[config.mk]
export PLATFORM = sky130hd
export DESIGN_NAME = spi_flash_cmd_fe
export DESIGN_NICKNAME = d
export VERILOG_FILES = /design/src/rtl/sfc_pkg.sv /design/src/rtl/sfc_pin_sync.sv /design/src/rtl/sfc_frame_rx.sv /design/src/rtl/sfc_resp_tx.sv /design/src/rtl/sfc_ctrl.sv /design/src/rtl/spi_flash_cmd_fe.sv
export SDC_FILE = /design/constraint.sdc
export NUM_CORES = 1
export LEC_CHECK = 0
export BUFFER_PORTS_ARGS = -buffer_cell sky130_fd_sc_hd__buf_2
export CAP_MARGIN = 20
export CORE_MARGIN = 4
export CORE_UTILIZATION = 51
export CTS_BUF_LIST = sky130_fd_sc_hd__clkbuf_4
export CTS_CLUSTER_DIAMETER = 60
export CTS_CLUSTER_SIZE = 8
export DETAILED_ROUTE_END_ITERATION = 8
export HOLD_SLACK_MARGIN = 0.15
export PLACE_DENSITY = 0.79
export SYNTH_ARGS = -nofsm -noshare
export SYNTH_HDL_FRONTEND = slang
export SYNTH_SLANG_ARGS = --single-unit
[constraint.sdc]
create_clock -name clk -period 11.9 [get_ports clk]
set_clock_uncertainty 0.2 [all_clocks]
set_input_delay 1.19 -clock clk [delete_from_list [all_inputs] [get_ports clk]]
set_output_delay 1.19 -clock clk [all_outputs]
set_load 0.01 [all_outputs]
[src/rtl/sfc_pkg.sv]
package sfc_pkg;
  localparam logic [7:0] OP_WREN = 8'h06;
  localparam logic [7:0] OP_WRDI = 8'h04;
  localparam logic [7:0] OP_RDSR = 8'h05;
  localparam logic [7:0] OP_WRSR = 8'h01;
  localparam logic [7:0] OP_PP   = 8'h02;
  localparam logic [7:0] OP_SE   = 8'h20;
  localparam logic [7:0] OP_BE   = 8'hD8;
  localparam logic [7:0] OP_CE   = 8'hC7;
  localparam logic [7:0] OP_DPD  = 8'hB9;
  localparam logic [7:0] OP_RES  = 8'hAB;
  localparam logic [7:0] OP_REMS = 8'h90;
  localparam logic [7:0] OP_JID  = 8'h9F;

  localparam logic [7:0] ID_MFR  = 8'hC2;
  localparam logic [7:0] ID_TYPE = 8'h20;
  localparam logic [7:0] ID_CAP  = 8'h16;
  localparam logic [7:0] ID_DEV  = 8'h15;

  typedef struct packed {
    logic       lock;
    logic [3:0] lvl;
    logic       wel;
    logic       busy;
  } stat_t;

  function automatic logic [7:0] stat_byte(input stat_t s);
    return {s.lock, 1'b0, s.lvl, s.wel, s.busy};
  endfunction
endpackage

[src/rtl/sfc_pin_sync.sv]
module sfc_pin_sync #(
  parameter int STAGES = 2
) (
  input  logic clk,
  input  logic rst_n,
  input  logic sck,
  input  logic cs_n,
  input  logic mosi,
  output logic sck_lvl,
  output logic sck_rise,
  output logic sck_fall,
  output logic cs_act,
  output logic cs_start,
  output logic cs_end,
  output logic mosi_s
);
  logic [STAGES:0]   sck_q;
  logic [STAGES:0]   cs_q;
  logic [STAGES-1:0] mosi_q;

  always_ff @(posedge clk or negedge rst_n) begin
    if (!rst_n) begin
      sck_q  <= '0;
      cs_q   <= '1;
      mosi_q <= '0;
    end else begin
      sck_q  <= {sck_q[STAGES-1:0], sck};
      cs_q   <= {cs_q[STAGES-1:0], cs_n};
      mosi_q <= {mosi_q[STAGES-2:0], mosi};
    end
  end

  assign sck_lvl  = sck_q[STAGES-1];
  assign sck_rise = sck_q[STAGES-1] & ~sck_q[STAGES];
  assign sck_fall = ~sck_q[STAGES-1] & sck_q[STAGES];
  assign cs_act   = ~cs_q[STAGES-1];
  assign cs_start = ~cs_q[STAGES-1] & cs_q[STAGES];
  assign cs_end   = cs_q[STAGES-1] & ~cs_q[STAGES];
  assign mosi_s   = mosi_q[STAGES-1];
endmodule

[src/rtl/sfc_frame_rx.sv]
module sfc_frame_rx #(
  parameter int CNT_W  = 12,
  parameter int ADDR_W = 24
) (
  input  logic              clk,
  input  logic              rst_n,
  input  logic              cs_act,
  input  logic              cs_start,
  input  logic              sck_rise,
  input  logic              sck_lvl,
  input  logic              mosi_s,
  output logic [CNT_W-1:0]  bitcnt,
  output logic [7:0]        opcode,
  output logic [7:0]        byte1,
  output logic [ADDR_W-1:0] addr,
  output logic              mode3
);
  localparam logic [CNT_W-1:0] CNT_MAX = '1;
  localparam int SH_W = ADDR_W - 1;

  logic [SH_W-1:0]   sh_q, sh_n;
  logic [CNT_W-1:0]  cnt_q, cnt_n;
  logic [7:0]        opc_q, opc_n, b1_q, b1_n;
  logic [ADDR_W-1:0] adr_q, adr_n;
  logic              m3_q, m3_n;
  logic              en;

  always_comb begin
    sh_n  = sh_q;
    cnt_n = cnt_q;
    opc_n = opc_q;
    b1_n  = b1_q;
    adr_n = adr_q;
    m3_n  = m3_q;
    en    = cs_start | (cs_act & sck_rise);
    if (cs_start) begin
      cnt_n = '0;
      opc_n = '0;
      m3_n  = sck_lvl;
    end else if (cs_act && sck_rise) begin
      sh_n = {sh_q[SH_W-2:0], mosi_s};
      if (cnt_q != CNT_MAX) cnt_n = cnt_q + 1'b1;
      if (cnt_q == CNT_W'(7))  opc_n = {sh_q[6:0], mosi_s};
      if (cnt_q == CNT_W'(15)) b1_n  = {sh_q[6:0], mosi_s};
      if (cnt_q == CNT_W'(8 + ADDR_W - 1)) adr_n = {sh_q, mosi_s};
    end
  end

  always_ff @(posedge clk or negedge rst_n) begin
    if (!rst_n) begin
      sh_q  <= '0;
      cnt_q <= '0;
      opc_q <= '0;
      b1_q  <= '0;
      adr_q <= '0;
      m3_q  <= 1'b0;
    end else if (en) begin
      sh_q  <= sh_n;
      cnt_q <= cnt_n;
      opc_q <= opc_n;
      b1_q  <= b1_n;
      adr_q <= adr_n;
      m3_q  <= m3_n;
    end
  end

  assign bitcnt = cnt_q;
  assign opcode = opc_q;
  assign byte1  = b1_q;
  assign addr   = adr_q;
  assign mode3  = m3_q;
endmodule

[src/rtl/sfc_resp_tx.sv]
module sfc_resp_tx
  import sfc_pkg::*;
#(
  parameter int CNT_W  = 12,
  parameter int ADDR_W = 24
) (
  input  logic              clk,
  input  logic              rst_n,
  input  logic              cs_act,
  input  logic              sck_fall,
  input  logic              mode3,
  input  logic [CNT_W-1:0]  bitcnt,
  input  logic [7:0]        opcode,
  input  logic [ADDR_W-1:0] addr,
  input  logic [7:0]        stat,
  input  logic              dpd,
  output logic              miso,
  output logic              miso_oe
);
  localparam int NB_W = CNT_W - 3;

  logic [NB_W-1:0] nbyte, lead, k;
  logic            rd, in_out, bit_v;
  logic [7:0]      rbyte;
  logic            miso_q, miso_n, oe_q, oe_n;
  logic            unused_addr;

  assign unused_addr = ^addr[ADDR_W-1:1];
  assign nbyte = bitcnt[CNT_W-1:3];

  always_comb begin
    rd   = 1'b0;
    lead = NB_W'(1);
    case (opcode)
      OP_RDSR: rd = ~dpd;
      OP_JID:  rd = ~dpd;
      OP_RES:  begin rd = 1'b1; lead = NB_W'(4); end
      OP_REMS: begin rd = ~dpd; lead = NB_W'(4); end
      default: rd = 1'b0;
    endcase
    in_out = rd && (nbyte >= lead);
    k      = nbyte - lead;
    case (opcode)
      OP_RDSR: rbyte = stat;
      OP_RES:  rbyte = ID_DEV;
      OP_REMS: rbyte = (k[0] ^ addr[0]) ? ID_DEV : ID_MFR;
      default: begin
        if (k == NB_W'(0))      rbyte = ID_MFR;
        else if (k == NB_W'(1)) rbyte = ID_TYPE;
        else if (k == NB_W'(2)) rbyte = ID_CAP;
        else                    rbyte = 8'h00;
      end
    endcase
    bit_v = rbyte[3'd7 - bitcnt[2:0]];
  end

  always_comb begin
    miso_n = miso_q;
    oe_n   = oe_q;
    if (!cs_act) begin
      miso_n = 1'b0;
      oe_n   = 1'b0;
    end else if (sck_fall && !(mode3 && bitcnt == '0)) begin
      miso_n = in_out & bit_v;
      oe_n   = in_out;
    end
  end

  always_ff @(posedge clk or negedge rst_n) begin
    if (!rst_n) begin
      miso_q <= 1'b0;
      oe_q   <= 1'b0;
    end else begin
      miso_q <= miso_n;
      oe_q   <= oe_n;
    end
  end

  assign miso    = miso_q;
  assign miso_oe = oe_q;
endmodule

[src/rtl/sfc_ctrl.sv]
module sfc_ctrl
  import sfc_pkg::*;
#(
  parameter int CNT_W    = 12,
  parameter int ADDR_W   = 24,
  parameter int NBLK_LOG = 6,
  parameter int BLK_LSB  = 16
) (
  input  logic              clk,
  input  logic              rst_n,
  input  logic              cs_end,
  input  logic [CNT_W-1:0]  bitcnt,
  input  logic [7:0]        opcode,
  input  logic [7:0]        byte1,
  input  logic [ADDR_W-1:0] addr,
  input  logic              wp_n,
  input  logic              arr_done,
  output stat_t             stat,
  output logic              dpd,
  output logic              req_pp,
  output logic              req_se,
  output logic              req_be,
  output logic              req_ce,
  output logic [ADDR_W-1:0] req_addr
);
  localparam int NB_W = CNT_W - 3;
  localparam logic [NBLK_LOG:0] NBLK = {1'b1, {NBLK_LOG{1'b0}}};

  stat_t             st_q, st_n;
  logic              dpd_q, dpd_n, st_en;
  logic [3:0]        rq_q, rq_n;
  logic [ADDR_W-1:0] ad_q, ad_n;
  logic [NB_W-1:0]   nbytes;
  logic              aligned, wr_ok, guarded;
  logic [NBLK_LOG-1:0] blk;
  logic [NBLK_LOG:0]   nprot;
  logic              unused_b1;

  assign unused_b1 = ^{byte1[6], byte1[1:0]};
  assign nbytes  = bitcnt[CNT_W-1:3];
  assign aligned = (bitcnt[2:0] == 3'd0) && (nbytes != '0);
  assign wr_ok   = aligned && st_q.wel && !st_q.busy && !dpd_q;
  assign blk     = addr[BLK_LSB+NBLK_LOG-1:BLK_LSB];

  always_comb begin
    if (st_q.lvl == 4'd0)                      nprot = '0;
    else if (32'(st_q.lvl) > 32'(NBLK_LOG))    nprot = NBLK;
    else nprot = (NBLK_LOG+1)'(1) << (st_q.lvl - 4'd1);
    guarded = ({1'b0, blk} >= (NBLK - nprot));
  end

  always_comb begin
    st_n  = st_q;
    dpd_n = dpd_q;
    rq_n  = 4'b0000;
    ad_n  = ad_q;
    st_en = cs_end | arr_done;
    if (st_q.busy && arr_done) st_n.busy = 1'b0;
    if (cs_end && aligned) begin
      if (dpd_q) begin
        if (opcode == OP_RES) dpd_n = 1'b0;
      end else begin
        case (opcode)
          OP_WREN: st_n.wel = 1'b1;
          OP_WRDI: st_n.wel = 1'b0;
          OP_DPD:  dpd_n = 1'b1;
          OP_WRSR: begin
            if (wr_ok && nbytes >= NB_W'(2) && !(st_q.lock && !wp_n)) begin
              st_n.lock = byte1[7];
              st_n.lvl  = byte1[5:2];
              st_n.wel  = 1'b0;
            end
          end
          OP_PP, OP_SE, OP_BE: begin
            if (wr_ok && nbytes >= NB_W'(4) && !guarded) begin
              rq_n[0]   = (opcode == OP_PP);
              rq_n[1]   = (opcode == OP_SE);
              rq_n[2]   = (opcode == OP_BE);
              ad_n      = addr;
              st_n.busy = 1'b1;
              st_n.wel  = 1'b0;
            end
          end
          OP_CE: begin
            if (wr_ok && st_q.lvl == 4'd0) begin
              rq_n[3]   = 1'b1;
              ad_n      = '0;
              st_n.busy = 1'b1;
              st_n.wel  = 1'b0;
            end
          end
          default: ;
        endcase
      end
    end
  end

  always_ff @(posedge clk or negedge rst_n) begin
    if (!rst_n) begin
      st_q  <= '0;
      dpd_q <= 1'b0;
      ad_q  <= '0;
    end else if (st_en) begin
      st_q  <= st_n;
      dpd_q <= dpd_n;
      ad_q  <= ad_n;
    end
  end

  always_ff @(posedge clk or negedge rst_n) begin
    if (!rst_n) rq_q <= 4'b0000;
    else        rq_q <= rq_n;
  end

  assign stat     = st_q;
  assign dpd      = dpd_q;
  assign req_pp   = rq_q[0];
  assign req_se   = rq_q[1];
  assign req_be   = rq_q[2];
  assign req_ce   = rq_q[3];
  assign req_addr = ad_q;
endmodule

[src/rtl/spi_flash_cmd_fe.sv]
module spi_flash_cmd_fe
  import sfc_pkg::*;
#(
  parameter int SYNC_STAGES = 2,
  parameter int CNT_W       = 12,
  parameter int NBLK_LOG    = 6,
  parameter int BLK_LSB     = 16
) (
  input  logic        clk,
  input  logic        rst_n,
  input  logic        sck,
  input  logic        cs_n,
  input  logic        mosi,
  input  logic        wp_n,
  input  logic        arr_done,
  output logic        miso,
  output logic        miso_oe,
  output logic        req_pp,
  output logic        req_se,
  output logic        req_be,
  output logic        req_ce,
  output logic [23:0] req_addr
);
  localparam int ADDR_W = 24;

  logic [1:0] rst_q;
  logic       rst_n_int;

  always_ff @(posedge clk or negedge rst_n) begin
    if (!rst_n) rst_q <= 2'b00;
    else        rst_q <= {rst_q[0], 1'b1};
  end
  assign rst_n_int = rst_q[1];

  logic sck_lvl, sck_rise, sck_fall, cs_act, cs_start, cs_end, mosi_s;
  logic [CNT_W-1:0]  bitcnt;
  logic [7:0]        opcode, byte1;
  logic [ADDR_W-1:0] addr;
  logic              mode3, dpd;
  stat_t             st;
  logic              st_wel, st_wip;

  assign st_wel = st.wel;
  assign st_wip = st.busy;

  sfc_pin_sync #(.STAGES(SYNC_STAGES)) u_sync (
    .clk(clk), .rst_n(rst_n_int), .sck(sck), .cs_n(cs_n), .mosi(mosi),
    .sck_lvl(sck_lvl), .sck_rise(sck_rise), .sck_fall(sck_fall),
    .cs_act(cs_act), .cs_start(cs_start), .cs_end(cs_end), .mosi_s(mosi_s)
  );

  sfc_frame_rx #(.CNT_W(CNT_W), .ADDR_W(ADDR_W)) u_rx (
    .clk(clk), .rst_n(rst_n_int), .cs_act(cs_act), .cs_start(cs_start),
    .sck_rise(sck_rise), .sck_lvl(sck_lvl), .mosi_s(mosi_s),
    .bitcnt(bitcnt), .opcode(opcode), .byte1(byte1), .addr(addr), .mode3(mode3)
  );

  sfc_resp_tx #(.CNT_W(CNT_W), .ADDR_W(ADDR_W)) u_tx (
    .clk(clk), .rst_n(rst_n_int), .cs_act(cs_act), .sck_fall(sck_fall),
    .mode3(mode3), .bitcnt(bitcnt), .opcode(opcode), .addr(addr),
    .stat(stat_byte(st)), .dpd(dpd), .miso(miso), .miso_oe(miso_oe)
  );

  sfc_ctrl #(.CNT_W(CNT_W), .ADDR_W(ADDR_W), .NBLK_LOG(NBLK_LOG), .BLK_LSB(BLK_LSB)) u_ctrl (
    .clk(clk), .rst_n(rst_n_int), .cs_end(cs_end), .bitcnt(bitcnt),
    .opcode(opcode), .byte1(byte1), .addr(addr), .wp_n(wp_n), .arr_done(arr_done),
    .stat(st), .dpd(dpd), .req_pp(req_pp), .req_se(req_se), .req_be(req_be),
    .req_ce(req_ce), .req_addr(req_addr)
  );
endmodule

==> out/metrics.cfg <==
[outcome]
status = completed

[logic_synthesis]
yosysWarnings = 0
async_flop_share_pct = 100
synth_top_cell_area_share_pct = 53.1
synthTopCellsByArea = dfrtp_1 53%, mux2_2 12%, a22o_1 5.4%
synth_nets = 482
synth-seq-area-share_pct = 54.5
synth-edff-count = 0
ys_ff_latch = 121
synth_top_cell_by_area = dfrtp_1
syn_inst = 463
avgSynthCellArea_sq_um = 12.0
synth_area_sq_um = 5560
ys_types = 60
synth-main-ff-cell = dfrtp_1
yosys-top-cells-count = 118 x dfrtp_1, 58 x mux2_2, 34 x a22o_1
yosysMostFrequentCell = dfrtp_1

[worst_setup_path]
r2r-start = u_ctrl.stat[5]$_DFFE_PN0P_
startpoint_type = register
path_class = reg -> reg
rrSetupSlack_ps = 8080
critPathRequiredTime_ps = 12150
end_kind = register
worst_r2r_path_depth = 11
r2r-end = u_ctrl.req_addr[3]$_DFFE_PN0P_
cp.arrival_ps = 4070
crit_fanout = 24

[cts]
cts-hold-fix-buffers = 0
clk_latency_ps = 520
clock-sinks = 121
cts_tree = done
cts_setup_buffers = 0
post_cts_resized = 0
cts_max_path_buffers = 2
clockRootBuffer = clkbuf_4
path_clk_slew_ps = 120
cts_buffers = 17
htree_levels = 4

[route]
avgRoutedWirePerCell_um = 18.1
routed_wl_um = 11600
drt_pass1_iterations = 5
vias = 3848
drt-initial-drc-count = 271
detail-route-antenna-nets = 0
drc = 0
vias_per_cell = 5.98

[timing]
finalSetupTns_ps = 0
fmax_mhz = 262
slew_viol_final = 0
hold_viol = 0
min_period_ps = 3820
max-slew-margin-rel_pct = 34.0
rsz0062_at_grt = false
fin_crit_sh_pct = 32.1
tightest_slew_ps = 991
setup_viol = 0

[placed_design]
place_inst = 612
hpwl_um = 7800
place.port_buffers = 36
gp_congestion = 0.929

[floorplanning]
initial_core_util_pct = 53.1
row_count = 37
coreArea_sq_um = 10500
fp.dieW_um = 112
die_area_sq_um = 12600
die_y_um = 112
io_pins = 37

[power_and_ir_drop]
leakage_nw = 3.04
peakVddDrop_mv = 0.101
p_per_area_nw_per_um2 = 131

[global_routing]
overflow = 0
grt_max_degree = 68
grt_pass1_vias = 4040
track_usage_pct = 19.6
antenna_found_initial = 0
grt_pass1_wl_um = 19900

[finish]
utilization_pct = 59.1
final_cells = 644
area_delta_synth_final_pct = 11.2
nFillCells = 871
antenna-diode-count = 0
nNetsFinal = 515
drive_gt1_share_pct = 28.7

[hold_path]
min_to = u_sync.sck_q[1]$_DFF_PN0_
hold_depth = 0
hp-class = reg -> reg
worstHoldStart = u_sync.sck_q[0]$_DFF_PN0_

[flow_run]
drv_cap = 0

[cells in the final DEF, fill, tap and decap left out, drive strengths merged, types with 4 or more instances in the layout]
master and count:
nand2 24, mux2 58, nor4 6, and3 5, nor3 10, buf 41
or4 5, a21oi 12, o21ai 12, xnor2 9, a31oi 5, clkinv 5
nand3 5, nand2b 5, nor2 30, and4 4, clkbuf 17, nand4 4
ha 12, nor2b 8, inv 19, dfrtp 118, bufinv 4, or3 4
xor2 4, a22o 34
[flip-flops by register name, summed over array words and instances, names as in the netlist]
signal,flops
u_ctrl.req_addr,24
u_rx.addr,24
u_rx.sh_q,23
u_rx.bitcnt,12
u_rx.opcode,8
u_ctrl.stat,7
u_rx.byte1,5
u_ctrl.rq_q,4
u_sync.cs_q,3
u_sync.sck_q,3
rst_q,2
u_sync.mosi_q,2
u_ctrl.dpd,1
u_rx.mode3,1
u_tx.miso,1
u_tx.miso_oe,1
[layer usage]
layer / share of wire (%) / GRT usage (%) / up-vias / routed length [um]
met3: 6.1 / 5.12 / 17 / 705
met1: 46 / 26.6 / 1928 / 5290
met4: 1.2 / 6.97 / 0 / 139
met2: 47 / 30.8 / 137 / 5490
met5: 0 / 0 / - / 0
li1: - / - / 1766 / -
[critical path, cell delays in order (launching register included)]
cell	delay [ps]
dfrtp_1	520
nor3_1	280
nand2_1	100
ha_1	280
nor2_1	120
a32o_1	180
ha_1	240
a21oi_1	150
o21ai_0	200
a211oi_2	360
and3_1	870
a22o_1	250
[worst max-delay path by stage]
stage	start	end	slack, ps
after floorplan	rst_q[1]$_DFF_PN0_	u_ctrl.dpd$_DFFE_PN0P_	8080
after global placement	u_rx.opcode[5]$_DFFE_PN0P_	u_tx.miso$_DFFE_PN0P_	8280
after detailed placement	u_rx.opcode[5]$_DFFE_PN0P_	u_tx.miso$_DFFE_PN0P_	8170
after CTS	u_rx.opcode[5]$_DFFE_PN0P_	u_tx.miso$_DFFE_PN0P_	8130
after global routing	u_ctrl.stat[5]$_DFFE_PN0P_	u_ctrl.req_addr[3]$_DFFE_PN0P_	7770
final	u_ctrl.stat[5]$_DFFE_PN0P_	u_ctrl.req_addr[3]$_DFFE_PN0P_	8080
[cell type report]
| class | instances | area [sq um] | share of cell area (%) |
|---|---|---|---|
| clock inverter | 14 | 211 | 3.42 |
| tap | 136 | 170 | 2.75 |
| timing repair buffer | 41 | 225 | 3.64 |
| sequential | 121 | 3040 | 49.1 |
| inverter | 15 | 56.3 | 0.911 |
| clock buffer | 17 | 128 | 2.06 |
| multi-input combinational | 300 | 2350 | 38.1 |
[kinds of logic after synthesis]
kind of cell	after synthesis	synth area share, %
AOI/OAI and AO/OA	88	12.6
DFF	121	54.5
other	1	0.0675
and+or+nand+nor	127	12.9
muxes	59	11.9
xor gates and xnor gates	13	2.05
adders and majority gates	12	2.70
buffers and inverters	42	3.22
[per-stage QoR]
step	hold WS [ps]	setup WS (ps)	total power, mW	cell area [sq um]
finish	169	8080	0.810	6180
global route	155	7770	0.845	6180
CTS	172	8130	0.819	6170
detailed placement	144	8170	0.474	5830
global placement	138	8280	0.473	5830
floorplan	131	8080	0.461	5560
[power by group]
part | internal, mW | switching (mW) | leakage (nW)
sequential | 0.421 | 0.0174 | 1.65
combinational | 0.0128 | 0.0149 | 1.21
clock | 0.172 | 0.172 | 0.177
(Power assumes the default switching activity.)
